[src/rtl/blk_dreq_pkg.sv]
package blk_dreq_pkg;

    // Phase of the block-request sequencer.
    typedef enum logic [1:0] {
        PH_IDLE   = 2'd0,  // not armed since reset
        PH_FEED   = 2'd1,  // block in flight, request follows core ready
        PH_DRAIN  = 2'd2,  // block delivered, waiting for core to go busy
        PH_REFILL = 2'd3   // core busy, waiting for it to become ready
    } phase_e;

    typedef struct packed {
        phase_e phase;
    } seq_state_t;

endpackage

[src/rtl/blk_dreq_size_dec.sv]
module blk_dreq_size_dec #(
    parameter int BLOCK_BYTES = 64,
    parameter int WORD_BYTES  = 4,
    parameter int SIZE_W      = 2,
    parameter int CNT_W       = 7
) (
    input  logic [SIZE_W-1:0] size_i,
    output logic [CNT_W-1:0]  load_o
);
    localparam int MAX_SHIFT = $clog2(WORD_BYTES);
    localparam int N_CODES   = 1 << SIZE_W;

    logic [CNT_W-1:0] per_code [N_CODES];

    // Each encoding halves the block length once per step up in width,
    // saturating at the widest transfer the bus supports.
    for (genvar g = 0; g < N_CODES; g++) begin : g_code
        localparam int SHIFT = (g > MAX_SHIFT) ? MAX_SHIFT : g;
        assign per_code[g] = CNT_W'(BLOCK_BYTES >> SHIFT);
    end

    assign load_o = per_code[size_i];

endmodule

[src/rtl/blk_dreq_xfer_cnt.sv]
module blk_dreq_xfer_cnt #(
    parameter int CNT_W = 7
) (
    input  logic             clk,
    input  logic             rst_n,
    input  logic             load_en_i,
    input  logic [CNT_W-1:0] load_val_i,
    input  logic             dec_en_i,
    output logic [CNT_W-1:0] cnt_o,
    output logic             last_o
);
    logic [CNT_W-1:0] cnt_d, cnt_q;

    always_comb begin
        cnt_d = cnt_q;
        if (load_en_i) begin
            cnt_d = load_val_i;
        end else if (dec_en_i && (cnt_q != '0)) begin
            cnt_d = cnt_q - 1'b1;
        end
    end

    always_ff @(posedge clk or negedge rst_n) begin
        if (!rst_n) begin
            cnt_q <= '0;
        end else begin
            cnt_q <= cnt_d;
        end
    end

    assign cnt_o  = cnt_q;
    assign last_o = (cnt_q == CNT_W'(1));

endmodule

[src/rtl/blk_dreq_gen.sv]
module blk_dreq_gen
    import blk_dreq_pkg::*;
#(
    parameter int BLOCK_BYTES = 64,
    parameter int WORD_BYTES  = 4
) (
    input  logic       clk,
    input  logic       rst_n,
    input  logic       start_i,
    input  logic [1:0] xfer_size_i,
    input  logic       core_ready_i,
    input  logic       wr_accept_i,
    output logic       dreq_o
);
    localparam int SIZE_W = 2;
    localparam int CNT_W  = $clog2(BLOCK_BYTES + 1);

    seq_state_t       seq_d, seq_q;
    logic             load_en;
    logic             dec_en;
    logic [CNT_W-1:0] load_val;
    logic [CNT_W-1:0] cnt_q_w;
    logic             cnt_last;
    logic             feeding;

    blk_dreq_size_dec #(
        .BLOCK_BYTES (BLOCK_BYTES),
        .WORD_BYTES  (WORD_BYTES),
        .SIZE_W      (SIZE_W),
        .CNT_W       (CNT_W)
    ) u_size_dec (
        .size_i (xfer_size_i),
        .load_o (load_val)
    );

    blk_dreq_xfer_cnt #(
        .CNT_W (CNT_W)
    ) u_cnt (
        .clk        (clk),
        .rst_n      (rst_n),
        .load_en_i  (load_en),
        .load_val_i (load_val),
        .dec_en_i   (dec_en),
        .cnt_o      (cnt_q_w),
        .last_o     (cnt_last)
    );

    always_comb begin
        seq_d   = seq_q;
        load_en = 1'b0;
        dec_en  = 1'b0;
        if (start_i) begin
            // Start overrides everything, including a coincident strobe.
            seq_d.phase = PH_FEED;
            load_en     = 1'b1;
        end else begin
            unique case (seq_q.phase)
                PH_IDLE: begin
                    seq_d.phase = PH_IDLE;
                end
                PH_FEED: begin
                    if (wr_accept_i) begin
                        dec_en = 1'b1;
                        if (cnt_last) begin
                            seq_d.phase = PH_DRAIN;
                        end
                    end
                end
                PH_DRAIN: begin
                    if (!core_ready_i) begin
                        seq_d.phase = PH_REFILL;
                    end
                end
                PH_REFILL: begin
                    if (core_ready_i) begin
                        seq_d.phase = PH_FEED;
                        load_en     = 1'b1;
                    end
                end
                default: begin
                    seq_d.phase = PH_IDLE;
                end
            endcase
        end
    end

    always_ff @(posedge clk or negedge rst_n) begin
        if (!rst_n) begin
            seq_q.phase <= PH_IDLE;
        end else begin
            seq_q <= seq_d;
        end
    end

    assign feeding = (seq_q.phase == PH_FEED);
    assign dreq_o  = feeding && core_ready_i;

endmodule

[config.mk]
export PLATFORM = sky130hd
export DESIGN_NAME = blk_dreq_gen
export DESIGN_NICKNAME = d
export VERILOG_FILES = /design/src/rtl/blk_dreq_pkg.sv /design/src/rtl/blk_dreq_size_dec.sv /design/src/rtl/blk_dreq_xfer_cnt.sv /design/src/rtl/blk_dreq_gen.sv
export SDC_FILE = /design/constraint.sdc
export NUM_CORES = 1
export LEC_CHECK = 0
export CAP_MARGIN = 40
export CORE_AREA = 2 2 39 41
export CTS_CLUSTER_DIAMETER = 120
export DETAILED_ROUTE_END_ITERATION = 12
export DIE_AREA = 0 0 41 43
export DONT_BUFFER_PORTS = 1
export PLACE_DENSITY_LB_ADDON = 0.2
export SYNTH_ARGS = -nofsm -noshare
export SYNTH_HDL_FRONTEND = slang
export SYNTH_SLANG_ARGS = --single-unit
[constraint.sdc]
create_clock -name clk -period 4.99 [get_ports clk]
set_input_delay 1.2475 -clock clk [delete_from_list [all_inputs] [get_ports clk]]
set_output_delay 1.2475 -clock clk [all_outputs]
set_load 0.005 [all_outputs]
==> results.sh <==
export IMPL_cpPeakStageDelay_ns=0.13
export IMPL_viasPerCell=5.402
export IMPL_synth_xor_area_share_pct=5.611
export IMPL_met1Wirelength_um=537
export IMPL_dpl_hpwl_um=817.4
export IMPL_track_usage_pct=15.16
export IMPL_power_internal_uw=222.9
export IMPL_grt_max_degree=12
export IMPL_drv_slew=0
export IMPL_fin_crit_ns=2.623
export IMPL_ir_drop_uv=217.0
export IMPL_setup_viol=0
export IMPL_hold_violations=0
export IMPL_synth_avg_cell_area_um2=9.182
export IMPL_die_w_um=41
export IMPL_syn_nets=81
export IMPL_numCtsBuffers=3
export IMPL_maxCapViolations=0
export IMPL_crit_start="core_ready_i"
export IMPL_placement_io_buffers=0
export IMPL_r2r_start="u_cnt.cnt_o[2]"
export IMPL_initial_core_util_pct=45.12
export IMPL_clk_pin_slew_ns=0.06
export IMPL_wl_per_cell_um=12.16
export IMPL_status="completed"
export IMPL_clockRootBuffer="clkbuf_4"
export IMPL_grt_antenna_before_repair=0
export IMPL_synth_cell_types=27
export IMPL_cts_tree="yes"
export IMPL_cts_sinks=9
export IMPL_r2r_slack_ns=3.23
export IMPL_crit_path_start_kind="input pin"
export IMPL_grt_pass1_vias=462
export IMPL_fill_cells=139
export IMPL_p_switching_uw=164.9
export IMPL_clockBufferDepth=2
export IMPL_routed_via_count=470
export IMPL_synth_flop_cell="dfrtp_1"
export IMPL_slew_headroom_pct=63.55
export IMPL_p_seq_share_pct=35.5
export IMPL_power_frac_comb_pct=49.9
export IMPL_place_gp_congestion=0.7071
export IMPL_synthMuxAreaShare_pct=1.603
export IMPL_worstHoldStart="u_cnt.cnt_o[5]"
export IMPL_rsz0062_at_grt="no"
export IMPL_power_leakage_nw=0.2876
export IMPL_wirelength_um=1058
export IMPL_dpl_worst_slack_ns=2.364
export IMPL_crit_chain="and2_1"
export IMPL_synth_async_reset_ratio_pct=100.0
export IMPL_grt_pass1_wl_um=1766
export IMPL_critPathBufInv=0
export IMPL_slowest_stage="and2_1"
export IMPL_cts_resized_gates=0
export IMPL_ys_seq_area_share_pct=36.07
export IMPL_synth_top_family_by_area="simple AND/OR/NAND/NOR gates"
export IMPL_dr_pass1_iters=4
export IMPL_clk_latency_ns=0.26
export IMPL_core_rowCount=14
export IMPL_synthSimpleGateAreaFrac_pct=21.64
export IMPL_hold_buffers=0
export IMPL_swShare_pct=42.53
export IMPL_n_antenna_cell=0
export IMPL_yosys_warnings=0
export IMPL_routed_top_layer="met4"
export IMPL_finalCoreUtilization_pct=48.19
export IMPL_syn_inst=68
export IMPL_tns_ns=0
export IMPL_critPathCaptureType="primary output"
export IMPL_clock_skew_ns=0.003362
export IMPL_initialDrtViolationCount=11
export IMPL_synth_compound_area_share_pct=19.44
export IMPL_critPathMaxFanout=5
export IMPL_core_um2=1384
export IMPL_die_y_um=43
export IMPL_overflow=0
export IMPL_fmax_mhz=381.2
export IMPL_fin_nets=85
export IMPL_synth_seq_cells=9
export IMPL_synth_edf_count=0
export IMPL_setup_ws_ns=2.367
export IMPL_cts_setup_buffers=0
export IMPL_required_ns=3.74
export IMPL_area_growth_pct=6.814
export IMPL_crit_type="in2out"
export IMPL_ant_nets=0
export IMPL_synth_area_um2=624.3
export IMPL_drc=0
export IMPL_wl_met2_um=452
export IMPL_clockPowerShare_pct=14.6
export IMPL_path_delay_family="simple AND/OR/NAND/NOR gates"
export IMPL_power_density_nw_per_um2=581.5
export IMPL_drive_gt1_share_pct=9.859
export IMPL_hold_path_class="reg2reg"
export IMPL_worstPathArrival_ns=1.38
export IMPL_tightestPinTransition_ns=0.5417
export IMPL_io_pins=8
export IMPL_dieArea_um2=1763
export IMPL_htree_levels=1
export IMPL_yosys_area_share_adder_pct=12.02
export IMPL_fin_crit_sh_pct=52.57
export IMPL_met3WireLength_um=62
[stage by stage]
stage               hold slack [ns]  cells  area (µm²)  power (mW)
floorplan                    0.5619     68       624.3      0.2984
global placement             0.5972     83       640.6      0.3273
detailed placement           0.6100     83       640.6      0.3315
CTS                          0.6234     87       666.9      0.3910
global route                 0.6489     87       666.9      0.4286
finish                       0.6190     87       666.9      0.3878
[power by group through the flow]
| stage | combinational, mW | clock, mW | sequential (mW) |
|---|---|---|---|
| final | 0.193 | 0.0565 | 0.138 |
| after global routing | 0.222 | 0.0648 | 0.142 |
| after CTS | 0.195 | 0.0591 | 0.137 |
| after detailed placement | 0.193 | 0 | 0.138 |
| after global placement | 0.190 | 0 | 0.138 |
| after floorplan | 0.168 | 0 | 0.131 |
[cell type report]
class	instances	area, µm²	area share, %
clock buffers	4	26.28	3.940
inverters	5	18.77	2.814
multi-input cells	53	376.6	56.47
flip-flops and latches	9	225.2	33.77
well taps	16	20.02	3.002
[synth_stat cells, drive strengths merged (2+ instances only)]
| library cell | number | area share, % |
|---|---|---|
| inv | 5 | 3.0 |
| o21ai | 3 | 2.4 |
| nor3 | 3 | 2.4 |
| ha | 6 | 12 |
| nor2 | 9 | 5.4 |
| xnor2 | 4 | 5.6 |
| dfrtp | 9 | 36 |
| nand3 | 3 | 2.4 |
| nand3b | 2 | 2.4 |
| nand2 | 5 | 3.0 |
| a21oi | 4 | 3.2 |
| or4 | 2 | 3.0 |
[logic make-up after synthesis]
kind of cell | after synthesis
AND/OR/NAND/NOR | 27
AO/OA/AOI/OAI | 15
flip-flops | 9
buffers and inverters | 6
adder cells (fa/ha/maj) | 6
XOR/XNOR | 4
multiplexers | 1
[state kept, by name (all words and copies together), names as in the netlist]
name and count:
u_cnt.cnt_o 7, seq_q 2
[layer usage]
metal / up-vias / GRT usage (%)
li1: 245 / -
met1: 209 / 18.79
met2: 14 / 22.50
met3: 2 / 3.141
met4: 0 / 10.00
met5: - / 0
[worst paths after layout]
path	to	cells past startpoint
max reg2reg	seq_q[1]	4
max in group asynchronous	u_cnt.cnt_o[2]	0
min in group asynchronous	u_cnt.cnt_o[4]	0
min	u_cnt.cnt_o[5]	2
min reg2reg	u_cnt.cnt_o[5]	2
max	dreq_o	1
[placed cells by master (no fill, tap or decap)]
cell type	netlist	routed
a21bo_2	1	1
o21ai_0	2	2
o31ai_4	1	1
nand2_1	5	5
inv_1	5	5
a21oi_1	4	4
clkbuf_4	0	3
a2111oi_2	1	1
or4_4	1	1
clkbuf_1	1	1
nor3_1	3	3
nand3b_1	2	2
and2_1	1	1
ha_1	6	6
o21ai_1	1	1
a22oi_1	1	1
xnor2_1	4	4
a211oi_1	1	1
nor2_1	9	9
nand3_1	3	3
a311oi_1	1	1
mux2i_1	1	1
nor2b_1	1	1
nor4_1	1	1
a211o_1	1	1
or4_1	1	1
a21o_1	1	1
dfrtp_1	9	9
(Power assumes the default switching activity.)
